[src/rtl/vmi_pkg.sv]
package vmi_pkg;
   localparam int REG_W  = 32;
   localparam int CNT_LSB = 27;
   localparam int CNT_W  = 5;

   localparam int B_EN    = 0;
   localparam int B_UNDER = 1;
   localparam int B_MISS  = 2;
   localparam int B_NOPND = 3;
   localparam int B_G0ON  = 4;
   localparam int B_G0OFF = 5;
   localparam int B_G1ON  = 6;
   localparam int B_G1OFF = 7;

   // writable bits: counter [31:27], traps [14:10], enables [7:0]
   localparam logic [REG_W-1:0] RW_MASK = 32'hF800_7CFF;

   localparam logic [1:0] ST_PENDING = 2'b01;

   typedef struct packed {
      logic g1_off;
      logic g1_on;
      logic g0_off;
      logic g0_on;
      logic no_pend;
      logic miss;
      logic under;
   } src_t;
endpackage

[src/rtl/vmi_cfg_reg.sv]
module vmi_cfg_reg
   import vmi_pkg::*;
#(
   parameter int ID_W     = 24,
   parameter int ID_LIMIT = 8192
) (
   input  logic             clk,
   input  logic             rst_n,
   input  logic             wr_en,
   input  logic [REG_W-1:0] wr_data,
   input  logic             ev_valid,
   input  logic             ev_is_dir,
   input  logic             ev_mode,
   input  logic [ID_W-1:0]  ev_id,
   input  logic             ev_no_lr,
   output logic [REG_W-1:0] reg_q
);
   localparam logic [ID_W:0] LIMIT_V = ID_LIMIT[ID_W:0];

   logic id_ok;
   logic mode_ok;
   logic miss_hit;

   // end-of-interrupt counts in mode 0, deactivate counts in mode 1
   assign id_ok    = ({1'b0, ev_id} < LIMIT_V);
   assign mode_ok  = (ev_is_dir == ev_mode);
   assign miss_hit = ev_valid & id_ok & mode_ok & ev_no_lr;

   always_ff @(posedge clk) begin
      if (!rst_n) begin
         reg_q <= '0;
      end else if (wr_en) begin
         reg_q <= wr_data & RW_MASK;
      end else if (miss_hit) begin
         reg_q[CNT_LSB +: CNT_W] <= reg_q[CNT_LSB +: CNT_W] + CNT_W'(1);
      end
   end
endmodule

[src/rtl/vmi_lr_scan.sv]
module vmi_lr_scan
   import vmi_pkg::*;
#(
   parameter int NUM_LR = 4
) (
   input  logic [NUM_LR-1:0]   lr_valid,
   input  logic [2*NUM_LR-1:0] lr_state,
   output logic                any_pending,
   output logic                few_valid
);
   logic [NUM_LR-1:0] pend;

   for (genvar i = 0; i < NUM_LR; i++) begin : g_ent
      assign pend[i] = (lr_state[2*i +: 2] == ST_PENDING);
   end

   assign any_pending = |pend;

   if (NUM_LR == 1) begin : g_single
      logic unused_v;
      assign unused_v  = lr_valid[0];
      assign few_valid = 1'b1;
   end else begin : g_multi
      // clearing the lowest set bit leaves zero iff at most one bit was set
      assign few_valid = ((lr_valid & (lr_valid - NUM_LR'(1))) == '0);
   end
endmodule

[src/rtl/vmi_src_eval.sv]
module vmi_src_eval
   import vmi_pkg::*;
(
   input  logic [7:1] ena,
   input  logic       cnt_nz,
   input  logic       any_pending,
   input  logic       few_valid,
   input  logic       vgrp0_en,
   input  logic       vgrp1_en,
   output src_t       src
);
   always_comb begin
      src.under   = ena[B_UNDER] & few_valid;
      src.miss    = ena[B_MISS]  & cnt_nz;
      src.no_pend = ena[B_NOPND] & ~any_pending;
      src.g0_on   = ena[B_G0ON]  &  vgrp0_en;
      src.g0_off  = ena[B_G0OFF] & ~vgrp0_en;
      src.g1_on   = ena[B_G1ON]  &  vgrp1_en;
      src.g1_off  = ena[B_G1OFF] & ~vgrp1_en;
   end
endmodule

[src/rtl/vmi_irq_out.sv]
module vmi_irq_out
   import vmi_pkg::*;
(
   input  logic clk,
   input  logic rst_n,
   input  logic enable,
   input  src_t src,
   output logic irq_q
);
   always_ff @(posedge clk) begin
      if (!rst_n) irq_q <= 1'b0;
      else        irq_q <= enable & (|src);
   end
endmodule

[src/rtl/vmi_ctrl.sv]
module vmi_ctrl
   import vmi_pkg::*;
#(
   parameter int NUM_LR   = 4,
   parameter int ID_W     = 24,
   parameter int ID_LIMIT = 8192
) (
   input  logic                clk,
   input  logic                rst_n,
   input  logic                reg_wr_en,
   input  logic [31:0]         reg_wr_data,
   output logic [31:0]         reg_rd_data,
   input  logic                deact_valid,
   input  logic                deact_is_dir,
   input  logic                deact_mode,
   input  logic [ID_W-1:0]     deact_id,
   input  logic                deact_no_lr,
   input  logic [NUM_LR-1:0]   lr_valid,
   input  logic [2*NUM_LR-1:0] lr_state,
   input  logic                vgrp0_en,
   input  logic                vgrp1_en,
   output logic                maint_irq,
   output logic                vif_enable
);
   if (NUM_LR < 1 || NUM_LR > 16) begin : g_bad_lr
      $error("vmi_ctrl: NUM_LR must be 1..16");
   end
   if (ID_W < 1 || ID_W > 31) begin : g_bad_idw
      $error("vmi_ctrl: ID_W must be 1..31");
   end
   if (ID_LIMIT < 1 || ID_LIMIT > (1 << ID_W)) begin : g_bad_lim
      $error("vmi_ctrl: ID_LIMIT out of range for ID_W");
   end

   logic [REG_W-1:0] reg_q;
   logic             any_pending;
   logic             few_valid;
   logic             cnt_nz;
   src_t             src;

   vmi_cfg_reg #(.ID_W(ID_W), .ID_LIMIT(ID_LIMIT)) u_cfg (
      .clk       (clk),
      .rst_n     (rst_n),
      .wr_en     (reg_wr_en),
      .wr_data   (reg_wr_data),
      .ev_valid  (deact_valid),
      .ev_is_dir (deact_is_dir),
      .ev_mode   (deact_mode),
      .ev_id     (deact_id),
      .ev_no_lr  (deact_no_lr),
      .reg_q     (reg_q)
   );

   vmi_lr_scan #(.NUM_LR(NUM_LR)) u_scan (
      .lr_valid    (lr_valid),
      .lr_state    (lr_state),
      .any_pending (any_pending),
      .few_valid   (few_valid)
   );

   assign cnt_nz = |reg_q[CNT_LSB +: CNT_W];

   vmi_src_eval u_src (
      .ena         (reg_q[7:1]),
      .cnt_nz      (cnt_nz),
      .any_pending (any_pending),
      .few_valid   (few_valid),
      .vgrp0_en    (vgrp0_en),
      .vgrp1_en    (vgrp1_en),
      .src         (src)
   );

   vmi_irq_out u_out (
      .clk    (clk),
      .rst_n  (rst_n),
      .enable (reg_q[B_EN]),
      .src    (src),
      .irq_q  (maint_irq)
   );

   assign reg_rd_data = reg_q;
   assign vif_enable  = reg_q[B_EN];
endmodule

[config.mk]
export PLATFORM = sky130hd
export DESIGN_NAME = vmi_ctrl
export DESIGN_NICKNAME = d
export VERILOG_FILES = /design/src/rtl/vmi_pkg.sv /design/src/rtl/vmi_cfg_reg.sv /design/src/rtl/vmi_lr_scan.sv /design/src/rtl/vmi_src_eval.sv /design/src/rtl/vmi_irq_out.sv /design/src/rtl/vmi_ctrl.sv
export SDC_FILE = /design/constraint.sdc
export NUM_CORES = 1
export LEC_CHECK = 0
export BUFFER_PORTS_ARGS = -buffer_cell sky130_fd_sc_hd__clkbuf_2
export CAP_MARGIN = 40
export CORE_ASPECT_RATIO = 1.1
export CORE_MARGIN = 1
export CORE_UTILIZATION = 38
export DETAILED_ROUTE_END_ITERATION = 10
export HOLD_SLACK_MARGIN = 0.08
export PLACE_DENSITY_LB_ADDON = 0.15
export SYNTH_ARGS = -nofsm -noshare
export SYNTH_HDL_FRONTEND = slang
export SYNTH_HIERARCHICAL = 1
export SYNTH_SLANG_ARGS = --single-unit
[constraint.sdc]
create_clock -name clk -period 5.54 [get_ports clk]
set_input_delay 0.831 -clock clk [delete_from_list [all_inputs] [get_ports clk]]
set_output_delay 0.831 -clock clk [all_outputs]
set_load 0.02 [all_outputs]
==> impl_metrics.yaml <==
floorplanning:
  initial_utilization: 0.400
  fp.dieArea_um2: 3140
  die_x_um: 53.6
  ios: 111
  core_area_um2: 2780
  core.rowCount: 20
  fp.dieH_um: 58.7
placement:
  gp_congestion: 0.759
  post-dp-hpwl_um: 1850
  port_buffers: 69
grt:
  grt_overflow_total: 0
  use_met3: 0.0362
  grtUsageMet1: 0.150
  top_usage_layer: "met2"
  grt_pass1_wl_um: 3290
  grt.total_usage: 0.143
  gr-usage-met2: 0.252
  grt_max_degree: 21
  grt_pass1_vias: 839
  antenna_found_initial: 0
clocking:
  ctsResizeCount: 0
  path_clk_slew_ns: 0.11
  postCtsSetupRepairBufs: 0
  cts_tree: "done"
  hold_buffers: 0
  cts_max_level: 1
  clock_sinks: 19
  cts.path.max_buffers: 2
  cts_made_buffers: 3
  insertion_delay_ns: 0.29
  clockRootBuffer: "clkbuf_4"
power_and_ir_drop:
  powerDensity_nw_per_um2: 205
  p_total_uw: 296
  leakage_uw: 0.000727
  peakVddDrop_uv: 114
sta:
  period_needed_ns: 2.36
  worst_pin_slew_ns: 0.647
  final.setup.tns_ns: 0
  slew_violations: 0
  maxSlewHeadroom: 0.565
  fin_crit_sh: 0.427
  fin_skew_ns: 0.0109
  final-hold-violation-count: 0
  fmax_ghz: 0.423
  rsz0062_at_grt: "false"
  hold_slack_ns: 0.490
  setup_viol: 0
critical_path:
  crit_path_max_incr_delay_ns: 0.57
  path_buf_inv: 1
  crit_required_ns: 5.72
  path_max_fanout: 4
  crit_family: "simple AND/OR/NAND/NOR gates"
  crit_type: "input port to register"
  crit_slowest_cell: "nor4_1"
  start_kind: "input port"
  worst_ep_arrival_time_ns: 2.55
  crit_path_end_kind: "register"
  cp_cell_sequence: "clkbuf_2, or4_4, nor4_1, a21boi_0, o311a_1"
min_path:
  hp-class: "register to register"
route:
  vias: 1056
  drc: 0
  drt-wirelength-per-cell_um: 10.2
  drt-initial-drc-count: 13
  wl_um: 2290
  first_pass_iters: 4
  postRouteAntennaNets: 0
  viasPerCell: 4.69
flow_run:
  drv_cap: 0
yosys:
  async_flop_share: 0
  ys.flop_type: "dfxtp_1"
  synth_edf_count: 0
  syn_inst: 125
  synth_area_um2: 1110
  ys_warn_count: 6
  synth_area_per_cell_um2: 8.89
  ys_types: 34
  ys_seq_area_frac: 0.342
  ys_ff_latch: 19
cells_and_area:
  drive_gt1_frac: 0.406
  area_delta_synth_final_pct: 29.7
  layout.nets: 271
  multi_input_area_um2: 639
  seq_area_um2: 380
  fillers: 286
  final_util: 0.519
  antenna_cells: 0
status:
  outcome: "complete, no violations"
routing by layer:
metal / part of all wire / wire length (um) / up-vias
li1: - / - / 540
met4: 0.0074 / 17 / 0
met3: 0.089 / 204 / 2
met2: 0.48 / 1090 / 60
met5: 0 / 0 / -
met1: 0.43 / 974 / 454
kinds of logic (layout without fill, tap and decap cells):
logic type,after synthesis,in the layout,share of synthesized area
adders and majority gates,2,2,0.0214
DFF,19,19,0.342
AOI/OAI and AO/OA,14,14,0.0856
muxes,13,13,0.117
and+or+nand+nor,54,54,0.296
buffers and inverters,21,75,0.126
xor gates and xnor gates,1,1,0.00788
other,1,14,0.00338
through the flow:
step	worst slack (ns)	area, um^2	instances
floorplan	3.14	1160	138
global placement	2.92	1410	221
finish	3.18	1440	225
global route	3.17	1440	225
detailed placement	2.89	1410	221
CTS	3.20	1440	225
synthesized netlist by cell type, types with 2 or more instances:
| cell type | n | area, um^2 |
|---|---|---|
| and2_1 | 5 | 31.3 |
| buf_4 | 16 | 120 |
| clkbuf_1 | 2 | 7.51 |
| dfxtp_1 | 19 | 380 |
| inv_1 | 2 | 7.51 |
| mux2i_1 | 13 | 130 |
| nand2_1 | 6 | 22.5 |
| nand2b_1 | 4 | 25.0 |
| nand3_1 | 3 | 15.0 |
| nor2_1 | 4 | 15.0 |
| nor2b_1 | 16 | 100 |
| nor3_1 | 3 | 15.0 |
| nor3b_1 | 3 | 22.5 |
| nor4_1 | 4 | 25.0 |
| o21ai_0 | 5 | 25.0 |
| o31ai_1 | 2 | 15.0 |
cell type report:
type	instances	share of cell area
Timing Repair Buffer	69	0.240
Multi-Input combinational cell	98	0.444
Tap cell	33	0.0286
Clock inverter	1	0.00347
Inverter	2	0.00521
Sequential cell	19	0.264
Clock buffer	3	0.0156
sequential cells by signal (all words and copies together), names as in the netlist:
signal / flops
u_out/irq_q: 1
u_cfg/reg_q: 18
path summary, 6_finish.rpt:
kind	from	end	slack, ns	depth (start not counted)
worst max-delay path	deact_id[23]	u_cfg/reg_q[27]	3.18	5
worst min register to register	u_cfg/reg_q[0]	u_out/irq_q	0.49	2
worst max register to register	u_cfg/reg_q[27]	u_cfg/reg_q[31]	4.30	4
worst min-delay path	u_cfg/reg_q[0]	u_out/irq_q	0.49	2
power breakdown:
group | total (uW) | internal (uW) | switching, uW
sequential | 152 | 145 | 6.69
combinational | 76.0 | 34.0 | 42.1
clock | 68.1 | 26.8 | 41.2
worst reg2reg max path, cell delays in order (launching register included):
cell and delay [ns]:
dfxtp_1 0.44, ha_1 0.23, nand3_1 0.11, o31ai_1 0.21, nor3b_1 0.19
cell usage in the layout, fill, tap and decap left out, types with 4 or more instances in the layout:
master    count
nor2b_1      16
and2_1        5
dfxtp_1      19
mux2i_1      13
clkbuf_2     69
nand2b_1      4
nor2_1        4
conb_1       14
o21ai_0       5
nand2_1       6
nor4_1        4
No activity file was read; power rests on OpenSTA's default activity.
